===== config.mk =====
export PLATFORM = sky130hd
export DESIGN_NAME = pwr_restore_ctrl
export DESIGN_NICKNAME = d
export VERILOG_FILES = /design/src/rtl/pwr_ctrl_pkg.sv /design/src/rtl/w1c_bank.sv /design/src/rtl/restore_unit.sv /design/src/rtl/pwr_restore_ctrl.sv
export SDC_FILE = /design/constraint.sdc
export NUM_CORES = 1
export LEC_CHECK = 0
export CAP_MARGIN = 15
export CORE_AREA = 4 4 43 45
export CTS_CLUSTER_DIAMETER = 150
export DETAILED_ROUTE_END_ITERATION = 16
export DIE_AREA = 0 0 47 49
export DONT_BUFFER_PORTS = 1
export PLACE_DENSITY = 0.78
export SLEW_MARGIN = 0
export SYNTH_ARGS = -nofsm -noshare
export SYNTH_HDL_FRONTEND = slang
export SYNTH_HIERARCHICAL = 1
export SYNTH_SLANG_ARGS = --single-unit
export TNS_END_PERCENT = 1

===== constraint.sdc =====
create_clock -name clk -period 2.91 [get_ports clk]
set_input_delay 0.4365 -clock clk [delete_from_list [all_inputs] [get_ports clk]]
set_output_delay 0.4365 -clock clk [all_outputs]
set_load 0.01 [all_outputs]

===== src/rtl/pwr_ctrl_pkg.sv =====
package pwr_ctrl_pkg;
  localparam int unsigned DATA_W = 8;
  localparam int unsigned ADDR_W = 2;
  localparam int unsigned PME_W  = 4;

  localparam logic [ADDR_W-1:0] ADR_CTRL = 2'd0;
  localparam logic [ADDR_W-1:0] ADR_SEL  = 2'd1;
  localparam logic [ADDR_W-1:0] ADR_PME  = 2'd2;

  // control byte field positions
  localparam int unsigned B_SLEEP = 0;
  localparam int unsigned B_KBEN  = 1;
  localparam int unsigned B_MSEN  = 2;
  localparam int unsigned B_POL   = 3;
  localparam int unsigned B_LOSS  = 7;
  // select byte field positions
  localparam int unsigned B_S3SEL = 0;
  localparam int unsigned B_RSSEL = 1;

  typedef enum logic [1:0] {
    POL_KEEP  = 2'b00,
    POL_ONRSV = 2'b01,
    POL_ON    = 2'b10,
    POL_OFF   = 2'b11
  } restore_pol_e;
endpackage


===== src/rtl/w1c_bank.sv =====
module w1c_bank #(
  parameter int unsigned W = 4
) (
  input  logic         clk,
  input  logic         rst_n,
  input  logic [W-1:0] set_i,
  input  logic         clr_wr_i,
  input  logic [W-1:0] clr_mask_i,
  output logic [W-1:0] flags_o
);
  logic [W-1:0] flag_q;
  logic [W-1:0] flag_d;

  for (genvar k = 0; k < W; k++) begin : g_bit
    always_comb begin
      flag_d[k] = flag_q[k];
      if (clr_wr_i && clr_mask_i[k]) flag_d[k] = 1'b0;
      if (set_i[k])                  flag_d[k] = 1'b1;
    end

    always_ff @(posedge clk or negedge rst_n) begin
      if (!rst_n) flag_q[k] <= 1'b0;
      else        flag_q[k] <= flag_d[k];
    end
  end

  assign flags_o = flag_q;

  // a set event always leaves the flag high, whatever the write did
  p_set_wins_r9: assert property (@(posedge clk) disable iff (!rst_n)
    (|set_i) |=> ((flag_q & $past(set_i)) == $past(set_i)));

  // a write of 0 never clears, only a write-1 can take a flag down
  p_clear_only_by_one_r9: assert property (@(posedge clk) disable iff (!rst_n)
    (!clr_wr_i) |=> ((flag_q & $past(flag_q)) == $past(flag_q)));
endmodule


===== src/rtl/restore_unit.sv =====
module restore_unit
  import pwr_ctrl_pkg::*;
(
  input  logic         clk,
  input  logic         rst_n,
  input  logic         sb_ok_i,
  input  restore_pol_e policy_i,
  input  logic         wake_i,
  output logic         sb_rise_o,
  output logic         pwr_on_o
);
  logic sb_q;
  logic last_q, last_d;
  logic on_q, on_d;
  logic steady;

  assign sb_rise_o = sb_ok_i && !sb_q;
  assign steady    = sb_ok_i && sb_q;

  always_comb begin
    on_d = on_q;
    if (!sb_ok_i) begin
      on_d = 1'b0;
    end else if (sb_rise_o) begin
      unique case (policy_i)
        POL_KEEP:  on_d = last_q;
        POL_OFF:   on_d = 1'b0;
        default:   on_d = 1'b1;   // forced on, and the reserved alias
      endcase
    end else if (wake_i) begin
      on_d = 1'b1;
    end
  end

  always_comb begin
    last_d = last_q;
    if (steady) last_d = on_q;
  end

  always_ff @(posedge clk or negedge rst_n) begin
    if (!rst_n) begin
      sb_q   <= 1'b0;
      last_q <= 1'b0;
      on_q   <= 1'b0;
    end else begin
      sb_q   <= sb_ok_i;
      last_q <= last_d;
      on_q   <= on_d;
    end
  end

  assign pwr_on_o = on_q;

  p_off_without_standby_r3: assert property (@(posedge clk) disable iff (!rst_n)
    !sb_ok_i |=> !on_q);

  p_restore_off_r2: assert property (@(posedge clk) disable iff (!rst_n)
    (sb_rise_o && policy_i == POL_OFF) |=> !on_q);

  p_restore_on_r2: assert property (@(posedge clk) disable iff (!rst_n)
    (sb_rise_o && policy_i[1] != policy_i[0]) |=> on_q);

  p_wake_turns_on_r10: assert property (@(posedge clk) disable iff (!rst_n)
    (steady && wake_i) |=> on_q);
endmodule


===== src/rtl/pwr_restore_ctrl.sv =====
module pwr_restore_ctrl
  import pwr_ctrl_pkg::*;
(
  input  logic        clk,
  input  logic        rst_n,
  input  logic        sb_ok_i,
  input  logic        wr_en_i,
  input  logic [1:0]  addr_i,
  input  logic [7:0]  wdata_i,
  output logic [7:0]  rdata_o,
  input  logic [3:0]  pme_evt_i,
  input  logic        btn_i,
  input  logic        kb_wake_i,
  input  logic        ms_wake_i,
  input  logic        s3_pin_i,
  input  logic        vdd_ok_i,
  input  logic        pwrok_i,
  input  logic        pci_rst_n_i,
  output logic        pwr_on_o,
  output logic        s1_o,
  output logic        s3_o,
  output logic        rst_con_o,
  output logic        pwr_btn_o
);
  logic         wr_ctrl, wr_sel, wr_pme;
  logic         sleep_q, sleep_d;
  logic         kb_en_q, kb_en_d;
  logic         ms_en_q, ms_en_d;
  restore_pol_e pol_q, pol_d;
  logic         s3sel_q, s3sel_d;
  logic         rssel_q, rssel_d;
  logic         sb_rise;
  logic [0:0]   loss_flag;
  logic [PME_W-1:0] pme_flags;
  logic         unused_wdata;

  assign wr_ctrl = wr_en_i && (addr_i == ADR_CTRL);
  assign wr_sel  = wr_en_i && (addr_i == ADR_SEL);
  assign wr_pme  = wr_en_i && (addr_i == ADR_PME);

  assign pwr_btn_o = btn_i | (kb_wake_i & kb_en_q) | (ms_wake_i & ms_en_q);

  always_comb begin
    sleep_d = sleep_q;
    kb_en_d = kb_en_q;
    ms_en_d = ms_en_q;
    pol_d   = pol_q;
    s3sel_d = s3sel_q;
    rssel_d = rssel_q;
    if (wr_ctrl) begin
      sleep_d = wdata_i[B_SLEEP];
      kb_en_d = wdata_i[B_KBEN];
      ms_en_d = wdata_i[B_MSEN];
      pol_d   = restore_pol_e'(wdata_i[B_POL +: 2]);
    end
    if (pwr_btn_o) sleep_d = 1'b0;   // button wake beats a write of 1
    if (wr_sel) begin
      s3sel_d = wdata_i[B_S3SEL];
      rssel_d = wdata_i[B_RSSEL];
    end
  end

  always_ff @(posedge clk or negedge rst_n) begin
    if (!rst_n) begin
      sleep_q <= 1'b0;
      kb_en_q <= 1'b0;
      ms_en_q <= 1'b0;
      pol_q   <= POL_OFF;
      s3sel_q <= 1'b0;
      rssel_q <= 1'b0;
    end else begin
      sleep_q <= sleep_d;
      kb_en_q <= kb_en_d;
      ms_en_q <= ms_en_d;
      pol_q   <= pol_d;
      s3sel_q <= s3sel_d;
      rssel_q <= rssel_d;
    end
  end

  restore_unit u_restore (
    .clk       (clk),
    .rst_n     (rst_n),
    .sb_ok_i   (sb_ok_i),
    .policy_i  (pol_q),
    .wake_i    (pwr_btn_o),
    .sb_rise_o (sb_rise),
    .pwr_on_o  (pwr_on_o)
  );

  w1c_bank #(.W(1)) u_loss (
    .clk        (clk),
    .rst_n      (rst_n),
    .set_i      (sb_rise),
    .clr_wr_i   (wr_ctrl),
    .clr_mask_i (wdata_i[B_LOSS]),
    .flags_o    (loss_flag)
  );

  w1c_bank #(.W(PME_W)) u_pme (
    .clk        (clk),
    .rst_n      (rst_n),
    .set_i      (pme_evt_i),
    .clr_wr_i   (wr_pme),
    .clr_mask_i (wdata_i[PME_W-1:0]),
    .flags_o    (pme_flags)
  );

  assign s1_o      = sleep_q;
  assign s3_o      = s3sel_q ? sleep_q : (s3_pin_i | ~vdd_ok_i);
  assign rst_con_o = rssel_q ? pci_rst_n_i : pwrok_i;

  always_comb begin
    rdata_o = '0;
    unique case (addr_i)
      ADR_CTRL: rdata_o = {loss_flag[0], 2'b00, pol_q, ms_en_q, kb_en_q, sleep_q};
      ADR_SEL:  rdata_o = {6'b0, rssel_q, s3sel_q};
      ADR_PME:  rdata_o = {{(DATA_W-PME_W){1'b0}}, pme_flags};
      default:  rdata_o = '0;
    endcase
  end

  assign unused_wdata = ^wdata_i[6:5];

  p_wake_clears_sleep_r5: assert property (@(posedge clk) disable iff (!rst_n)
    pwr_btn_o |=> !sleep_q);

  p_sleep_holds_r5: assert property (@(posedge clk) disable iff (!rst_n)
    (!pwr_btn_o && !wr_ctrl) |=> $stable(sleep_q));

  p_loss_on_rise_r4: assert property (@(posedge clk) disable iff (!rst_n)
    sb_rise |=> loss_flag[0]);
endmodule


### Word level (Yosys, flattened, before mapping)

Cells that the tools add are included.

* bits in registers: 15
* input bits: 25
* output and inout port bits: 13
* word-level logic and storage cells: 62

* eq/ne operators: 4
* mux-type cells: 19
* bitwise operators: 6
* reduce and logical (&&, ||, !) cells: 19

Operator list (count)
* $pmux 8 s3: 1
* $mux 1: 17
* $reduce_bool 2->1: 6
* $logic_and 1x1->1: 10
* $eq 2x2->1 const B: 2
* $logic_not 2->1: 2
* $ne 3x1->1 const B: 1
* $or 1x1->1: 3
* $and 1x1->1: 2
* $eq 2x1->1 const B: 1
* $pmux 1 s2: 1
* $logic_not 1->1: 1
* $not 1->1: 1

### Longest topological paths before layout

Gate-level depths: netlist of the first run.

* depth in word-level cells: 6
* depth in mapped cells: 5
* gate-level depth less buffers: 4

### Cells and area by module

The synthesis of the first run kept the hierarchy.

Modules (own cells, without submodules)
* pwr_restore_ctrl: instances 1, cells an instance 42, area each 452.9 um^2, sequential area each 177.7 um^2
* w1c_bank at u_pme: instances 1, cells an instance 12, area each 145.1 um^2, sequential area each 100.1 um^2
* restore_unit: instances 1, cells an instance 11, area each 126.4 um^2, sequential area each 75.1 um^2
* w1c_bank at u_loss: instances 1, cells an instance 3, area each 36.3 um^2, sequential area each 25.0 um^2

### Least setup slack after synthesis of the first run

No wires, ideal clock.

* path kind: input-to-output
* start point: in addr_i[1]
* end point: out rdata_o[0]
* arrival time: 949 ps
* required time: 2474 ps
* slack: 1524 ps
* stages: 3
* path buffers: 1
* cells stage by stage: buf_6 > mux2i_1 > o21ai_0

* word-level cells in the longest chain between the ends: 2
* elaborated cells between the ends (all ways): 4
* classes of those cells: eq/ne: 2; mux: 1; reduce/logical: 1

RTL lines
* start: declaration: RTL line pwr_restore_ctrl.sv:8 `input logic [1:0] addr_i,`
* $eq 2x2->1 (tied with other cells): RTL line pwr_restore_ctrl.sv:115 `unique case (addr_i)`
* $pmux 8 s3 (*): RTL line pwr_restore_ctrl.sv:115
* end: declaration: RTL line pwr_restore_ctrl.sv:10 `output logic [7:0] rdata_o,`

Mark *: on every way between the ends. The rest lies on a longest branch, timed or not.

### Worst setup path after layout of the first run

* start point: reg pol_q[1]
* end point: out rdata_o[4]

* word-level cells in the longest chain between the ends: 1

RTL lines
* start: declaration: RTL line pwr_restore_ctrl.sv:29 `restore_pol_e pol_q, pol_d;`
* start signal: assignment: RTL line pwr_restore_ctrl.sv:75 `pol_q <= pol_d;`
* $pmux 8 s3: RTL line pwr_restore_ctrl.sv:115

Every way passes these cells.

==> metrics, run 1 <==
Worst-Skew Late Latency=between 0.2 and 0.3 ns; endpoints failing hold=0; Initial Utilization=0.5170; vias in the first global route=around 550; Die W=about 47 µm; RSZ-0062 raised after global routing=false; detailed-route DRC error count=0; starting DRC count in detailed routing=2; most frequent cells in the layout=dfrtp_1, nand2_1, mux2_2, nor2_1; Slew headroom=0.5594; row count=14; CP Capture Type=primary output; Root Buffer=clkbuf_4; Ports=38; Max Transition Viols Final=0; clock power share=0.257; hpwl dp=1.226 mm; total chip power=between 0.0004 and 0.0005 W; DR pass1 iterations=3; CP required=roughly 2.5 ns; Worst IR Drop VDD=approximately 0.30 mV; CTS tree=done; chip height=slightly below 50 µm; Syn Area/Cell=approximately 11 µm²; critical path's top delay family=flip-flops; post-synthesis mux area share=0.1842; final core occ=0.5332; initial antenna violation count=0; Slew @ Worst Pin=0.6587 ns; first-pass GRT wire length=around 2.4 mm; vias per inst=roughly 5.9; main combinational cell family by area after synthesis=multiplexers; Sw Pwr=0.0001190 W; Compound-Gate Fraction of Synth Area=0.09539; post-cts repair resize count=0; drt total wl=roughly 1.5 mm; share of layout cells above drive strength 1=0.2143; Final Skew=roughly 0.0088 ns; CP max stage cell=dfstp_2; commonest non-fill, non-tap cell in the layout=dfrtp_1; post-place setup slack=1.550 ns; xor and xnor area share after synthesis=0; Fmax=~600 MHz; CTS Buf Count=3; # H-tree levels=1; Worst-path clk slew=0.09 ns; final worst slack=around 1.3 ns; GRT Overall Usage=0.1460; Reg2Reg Setup Slack=1.61 ns; Routed WL per cell=~18 µm; HP Class=in -> reg; Setup CP Type=reg -> out; post-CTS setup buffer count=0; Hold Buf Count CTS=1; CP Buf/Inv Count=0; Post-Synth Adder-Cell Area=0; P_leak=approximately 0.33 nW; Diodes inserted=0; largest net degree at the start of global routing=16; DR vias=between 500 and 600; hold_ws=0.1855 ns; Worst setup SP type=flop; status=completed; # port buffers=0; Synth Area in Simple Gates=0.1645; power density cells=approximately 570 mW/mm²; Comb pwr share=0.162; slowest stage delay, CP=around 0.56 ns; RePlAce Congestion=a little over 0.7; internal power=0.0003259 W; min Tclk post-route=~1.7 ns; Synth Warn #=6; CP arrival=around 1.2 ns; full die area=0.002303 mm²; fin crit share=0.5680; Netlist cell types=20; Routed Antenna Nets=0; Final #Nets=between 90 and 100; sequential area share after synthesis=0.4967; setup_tns=0 ns; Syn Std Cell Area=around 760 µm²; Post-Syn Instances=68; count of state elements after synthesis=15; CTS Sinks=15; global route total overflow=0; P&R area growth vs syn=3.125%; crit path cell chain=nor3b_1; core area=about 0.0015 mm²; clock buffer depth=2; MaxCap Viol Count=0; sw frac=0.2675; final setup fails=0; sequential power share=0.581; critical-path maximum fanout=4
## path summary, 6_finish.rpt
| check | start | end | cells after the start |
|---|---|---|---|
| worst min-delay path | sb_ok_i | u_restore/sb_q | 0 |
| worst min register to register | u_loss/flags_o | u_loss/flags_o | 1 |
| max in group asynchronous | rst_n | rssel_q | 1 |
| worst max-delay path | pol_q[1] | rdata_o[4] | 1 |
| min in group asynchronous | rst_n | u_restore/last_q | 1 |
| worst max register to register | ms_en_q | u_restore/pwr_on_o | 3 |
## cell type report
class	count	area, µm²
well taps	16	20.02
multi-input cells	49	345.3
clock inverters	1	5.005
flip-flops and latches	15	377.9
clock buffers	3	22.52
repair buffers	1	10.01
fillers	141	686.9
inverters	1	3.754
## layer usage
layer	GRT usage	vias to the layer above	share of wire
li1	-	240	-
met1	0.1667	241	0.40
met2	0.2398	22	0.49
met3	0.04059	2	0.097
met4	0.06912	0	0.0078
met5	0	-	0
## registers in the layout (all words and copies together) (netlist names)
name	cells
s1_o	1
ms_en_q	1
u_restore/sb_q	1
pol_q	2
s3sel_q	1
rssel_q	1
u_restore/last_q	1
u_pme/flags_o	4
u_restore/pwr_on_o	1
u_loss/flags_o	1
kb_en_q	1
## cell usage after synthesis
library cell / instances / area share
a21oi_1: 1 / 0.0066
o21ai_0: 2 / 0.013
dfstp_2: 2 / 0.069
buf_4: 2 / 0.020
nor4_1: 1 / 0.0082
and3b_1: 1 / 0.012
nor3b_4: 1 / 0.025
inv_1: 1 / 0.0049
mux2_2: 8 / 0.12
buf_6: 2 / 0.030
a21o_1: 5 / 0.049
nor3b_1: 2 / 0.020
a2111oi_1: 1 / 0.013
nand2_1: 10 / 0.049
conb_1: 1 / 0.0049
nor2b_1: 2 / 0.016
a221o_1: 1 / 0.013
dfrtp_1: 13 / 0.43
mux2i_1: 5 / 0.066
nor2_1: 7 / 0.035
## metrics by stage
stage / cells / cell area (µm²)
CTS: 86 / 784.5
global route: 86 / 784.5
finish: 86 / 784.5
detailed placement: 81 / 747.0
global placement: 81 / 747.0
floorplan: 69 / 764.5
## kinds of logic (layout without fill, tap and decap cells)
kind of cell           after synthesis  in the layout
other                                1              2
buffers and inverters                5              6
muxes                               13             13
AOI/OAI and AO/OA                   10             10
DFF                                 15             15
and+or+nand+nor                     24             24
## power by group through the flow
stage	registers, W	clock network, W	logic [W]
floorplan	0.000257	0	0.0000683
global placement	0.000261	0	0.0000658
detailed placement	0.000263	0	0.0000681
CTS	0.000259	0.000120	0.0000734
global route	0.000263	0.000129	0.0000807
finish	0.000259	0.000114	0.0000720
Power figures use the tool's default switching activity.
==> inputs of run 2 (changes only) <==
--- a/config.mk
+++ b/config.mk
@@ -11,7 +11,7 @@
 export DETAILED_ROUTE_END_ITERATION = 16
 export DIE_AREA = 0 0 47 49
 export DONT_BUFFER_PORTS = 1
-export PLACE_DENSITY = 0.78
+export PLACE_DENSITY = 0.81
 export SLEW_MARGIN = 0
 export SYNTH_ARGS = -nofsm -noshare
 export SYNTH_HDL_FRONTEND = slang
==> constraint.sdc (replaced) <==
create_clock -name clk -period 1.45 [get_ports clk]
set_input_delay 0.2175 -clock clk [delete_from_list [all_inputs] [get_ports clk]]
set_output_delay 0.2175 -clock clk [all_outputs]
set_load 0.01 [all_outputs]
==> run 2 against run 1 <==
  * Combinational power is 100% higher
  * Power increased by 100%
  * Setup slack worse by 1.2 ns
  * Clock skew is 0.0078 ns lower
  * Register-to-register slack lost 1.4 ns
  * Critical path type unchanged
  * Critical endpoint is now rdata_o[0]
  * Largest cell class unchanged
  * Largest power group unchanged
  * Highest routed layer is now met3
==> metrics, run 2 (same netlist as run 1, synthesis figures left out) <==
Slew headroom=0.5569; core area=roughly 0.0015 mm²; critical-path maximum fanout=4; Worst IR Drop VDD=approximately 0.72 mV; RePlAce Congestion=roughly 0.7; largest net degree at the start of global routing=16; DR pass1 iterations=4; critical path's top delay family=flip-flops; # port buffers=0; final setup fails=0; # H-tree levels=1; vias per inst=between 5 and 6; CP arrival=between 1 and 1.5 ns; power density cells=about 1100 mW/mm²; detailed-route DRC error count=0; Final Skew=slightly above 0.0009 ns; setup_tns=0 ns; Max Transition Viols Final=0; Routed WL per cell=17.11 µm; status=completed; CP Capture Type=primary output; Slew @ Worst Pin=about 0.66 ns; slowest stage delay, CP=between 0.4 and 0.5 ns; Die W=roughly 47 µm; Diodes inserted=0; DR vias=around 520; post-CTS setup buffer count=0; final worst slack=between 0.09 and 0.1 ns; CTS tree=done; endpoints failing hold=0; Worst-Skew Late Latency=around 0.27 ns; RSZ-0062 raised after global routing=false; fin crit share=0.9321; CP max stage cell=dfrtp_1; min Tclk post-route=around 1.4 ns; Worst-path clk slew=approximately 0.080 ns; crit path cell chain=mux2i_1, o21ai_0; Reg2Reg Setup Slack=between 0.2 and 0.3 ns; GRT Overall Usage=0.1346; Worst setup SP type=flop; most frequent cells in the layout=dfrtp_1, nand2_1, mux2_2, nor2_1; Ports=38; Setup CP Type=reg -> out; drt total wl=roughly 1.5 mm; Initial Utilization=0.5170; CP Buf/Inv Count=0; HP Class=in -> reg; Routed Antenna Nets=0; global route total overflow=0; Fmax=739.9 MHz; full die area=0.002303 mm²; vias in the first global route=551; share of layout cells above drive strength 1=0.2113; max FFs per register=4; P&R area growth vs syn=4.934%; FILL cells=about 140; starting DRC count in detailed routing=6; chip height=between 40 and 50 µm; P_leak=around 0.33 nW; first-pass GRT wire length=2.201 mm; post-place setup slack=around 0.27 ns; CTS Buf Count=3; row count=14; clock buffer depth=2; Root Buffer=clkbuf_4; Final #Nets=97; commonest non-fill, non-tap cell in the layout=dfrtp_1; CTS Sinks=15; CP required=1.23 ns; initial antenna violation count=0; MaxCap Viol Count=0
==> run 2: cell types whose count changed in the layout (fill, tap and decap cells not counted), sizes merged <==
cell and delta:
clkinv -1, dlygate4sd3 +1, clkbuf +1
==> run 2: where the power goes <==
group / total [W] / internal (W) / switching (W)
sequential: 0.000518 / 0.000477 / 0.0000406
combinational: 0.000146 / 0.0000774 / 0.0000685
clock: 0.000231 / 0.000107 / 0.000124
total: 0.000895 / 0.000661 / 0.000234
==> run 2: layer usage <==
metal / GRT usage / part of all wire / vias up
met3: 0.03321 / 0.12 / 0
met5: 0 / 0 / -
met2: 0.2059 / 0.47 / 28
met4: 0.05530 / 0 / 0
li1: - / - / 240
met1: 0.1759 / 0.41 / 248
==> run 2: layout make-up <==
| type | count | area [µm²] | area share |
|---|---|---|---|
| timing repair buffer | 2 | 20.02 | 0.02508 |
| clock buffer | 4 | 26.28 | 0.03292 |
| tap | 16 | 20.02 | 0.02508 |
| multi-input combinational | 49 | 350.3 | 0.4389 |
| sequential | 15 | 377.9 | 0.4734 |
| inverter | 1 | 3.754 | 0.004702 |
==> run 2: stage by stage <==
step | power (W) | cell area [µm²] | util | std cells | hold WS, ns
after floorplan | 0.0006525 | 764.5 | - | 69 | -0.07809
after global placement | 0.0006551 | 747.0 | 0.5077 | 81 | -0.07768
after detailed placement | 0.0006624 | 747.0 | 0.5077 | 81 | -0.07764
after CTS | 0.0009076 | 793.3 | 0.5391 | 87 | 0.01809
after global routing | 0.0009499 | 798.3 | 0.5425 | 87 | 0.01777
final | 0.0008949 | 798.3 | 0.5425 | 87 | 0.02840
==> run 2: worst paths after layout <==
path / to / start / depth (start not counted)
max: rdata_o[0] / s1_o / 2
min: u_pme/flags_o[0] / pme_evt_i[0] / 1
max reg2reg: u_restore/pwr_on_o / kb_en_q / 3
min reg2reg: u_pme/flags_o[0] / u_pme/flags_o[0] / 1
max in group asynchronous: s3sel_q / rst_n / 1
min in group asynchronous: u_pme/flags_o[3] / rst_n / 1
==> run 2: worst register-to-register path, delay by kind of cell, from the launching register on <==
family	cells	cell delay, ns
simple gates	1	0.07
flops	1	0.37
compound gates	2	0.64
==> run 2: timing repair <==
item,4_1_cts,5_1_grt
hold buffers,2,0
endpoints found under the hold margin,16,0
resized for setup,0,1
setup endpoints to repair,0,1
==> inputs of run 3 (changes only) <==
--- a/config.mk
+++ b/config.mk
@@ -12,6 +12,7 @@
 export DIE_AREA = 0 0 47 49
 export DONT_BUFFER_PORTS = 1
 export PLACE_DENSITY = 0.81
+export SETUP_SLACK_MARGIN = 0.4
 export SLEW_MARGIN = 0
 export SYNTH_ARGS = -nofsm -noshare
 export SYNTH_HDL_FRONTEND = slang
==> run 3 against run 2 <==
  * Critical path depth fell by 1
  * Cell area up 1.1%
  * Clock skew rose by 0.0011 ns
  * Sequential power about the same
  * Sequential share of layout area is 0.51 points lower
  * Power rose by 0.57%
  * Global-route usage unchanged
  * First-iteration DRC count fell by 67%
  * Critical path type unchanged
  * Critical endpoint is now pwr_btn_o
==> metrics, run 3 (same netlist as run 1, synthesis figures left out) <==
post-CTS setup buffer count=0; # H-tree levels=1; reg2reg end=u_restore/pwr_on_o; Worst setup SP type=flop; largest net degree at the start of global routing=16; final setup fails=0; P&R area growth vs syn=6.085%; DR vias=between 500 and 600; initial antenna violation count=0; Final Skew=a little over 0.002 ns; share of layout cells above drive strength 1=0.2254; FF-to-FF Start=kb_en_q; chip height=just under 50 µm; FILL cells=between 100 and 150; Worst-path clk slew=0.09 ns; slowest stage delay, CP=~0.40 ns; critical path's top delay family=flip-flops; CTS Buf Count=3; Reg2Reg Depth=3; drt total wl=between 1 and 1.5 mm; Slew @ Worst Pin=about 0.66 ns; Critical Path Stages=1; DR pass1 iterations=2; Die W=between 40 and 50 µm; status=completed; vias in the first global route=~550; met2 WL=698 µm; Cell Area, Placed=approximately 750 µm²; CP arrival=roughly 1.1 ns; setup_tns=0 ns; clock buffer depth=2; Reg2Reg Setup Slack=0.26 ns; core area=0.001471 mm²; CP max stage cell=dfrtp_1; Slew headroom=0.5581; RSZ-0062 raised after global routing=true; detailed-route DRC error count=0; CP Buf/Inv Count=0; P_leak=about 0.33 nW; max FFs per register=4; Routed WL per cell=17.02 µm; HP Class=in -> reg; Setup CP Type=reg -> out; power density cells=~1100 mW/mm²; Diodes inserted=0; CTS Sinks=15; Fmax=a little under 800 MHz; CTS tree=done; # port buffers=0; full die area=0.002303 mm²; end point of the critical path=pwr_btn_o; fin crit share=0.8929; GRT Overall Usage=0.1346; Initial Utilization=0.5170; Worst-Skew Late Latency=~0.27 ns; row count=14; uppermost layer routed=met3; Final #Nets=97; crit path cell chain=a221o_1; endpoints failing hold=0; MaxCap Viol Count=0; CP Capture Type=primary output; met1 WL=594 µm; Worst IR Drop VDD=around 0.72 mV; critical-path maximum fanout=3; CP required=~1.2 ns; most frequent cells in the layout=dfrtp_1, nand2_1, mux2_2, nor2_1; Root Buffer=clkbuf_4; global route total overflow=0; Routed Antenna Nets=0; Ports=38; RePlAce Congestion=roughly 0.71; fin area=roughly 810 µm²; min Tclk post-route=1.295 ns; commonest non-fill, non-tap cell in the layout=dfrtp_1; vias per inst=approximately 5.8; first-pass GRT wire length=2.201 mm; starting DRC count in detailed routing=2; Max Transition Viols Final=0; DR WL met3=around 190 µm; crit path launch=kb_en_q
-- run 3: cell counts in the layout (fill, tap and decap cells not counted) --
Identical to the previous run, type by type.
-- run 3: what timing repair did --
item                                    in CTS  in global routing
pin swaps                                    1                  0
endpoints found under the setup margin      10                 10
gates resized for setup                      4                  0
hold buffers                                 2                  0
hold endpoints to repair                    16                  0
cloned                                       0                  0
-- run 3: layout make-up --
cell class	count	area (µm²)	area share
Sequential cell	15	377.9	0.4682
Multi-Input combinational cell	49	359.1	0.4450
Clock buffer	4	26.28	0.03256
Timing Repair Buffer	2	20.02	0.02481
Tap cell	16	20.02	0.02481
Inverter	1	3.754	0.004651
-- run 3: worst min path at each step --
| stage | from | to | slack, ns | cells past startpoint |
|---|---|---|---|---|
| floorplan | rst_n | kb_en_q | -0.08 | 0 |
| global placement | rst_n | u_pme/flags_o[3] | -0.08 | 0 |
| detailed placement | rst_n | u_pme/flags_o[3] | -0.08 | 0 |
| CTS | pme_evt_i[0] | u_pme/flags_o[0] | 0.02 | 1 |
| global route | pme_evt_i[2] | u_pme/flags_o[2] | 0.02 | 1 |
| finish | pme_evt_i[0] | u_pme/flags_o[0] | 0.03 | 1 |
-- run 3: routing by layer --
layer / track usage / up-vias
met5: 0 / -
met4: 0.05530 / 0
met3: 0.03321 / 0
met2: 0.2059 / 28
met1: 0.1759 / 237
li1: - / 240
-- run 3: power by group --
part | internal (W) | total (W) | switching [W] | leakage, nW
sequential | 0.000477 | 0.000518 | 0.0000411 | 0.165
combinational | 0.0000813 | 0.000150 | 0.0000691 | 0.152
clock | 0.000107 | 0.000231 | 0.000125 | 0.0150
-- run 3: metrics by stage --
step,total power [W],setup slack (ns),utilization,instances,hold WS [ns]
5_1_grt,0.0009549,0.1035,0.5485,87,0.01777
4_1_cts,0.0009139,0.1375,0.5485,87,0.01809
3_5_place_dp,0.0006624,0.2705,0.5077,81,-0.07764
3_3_place_gp,0.0006551,0.2972,0.5077,81,-0.07768
2_1_floorplan,0.0006525,0.3372,-,69,-0.07809
6_report,0.0009000,0.1553,0.5485,87,0.02978
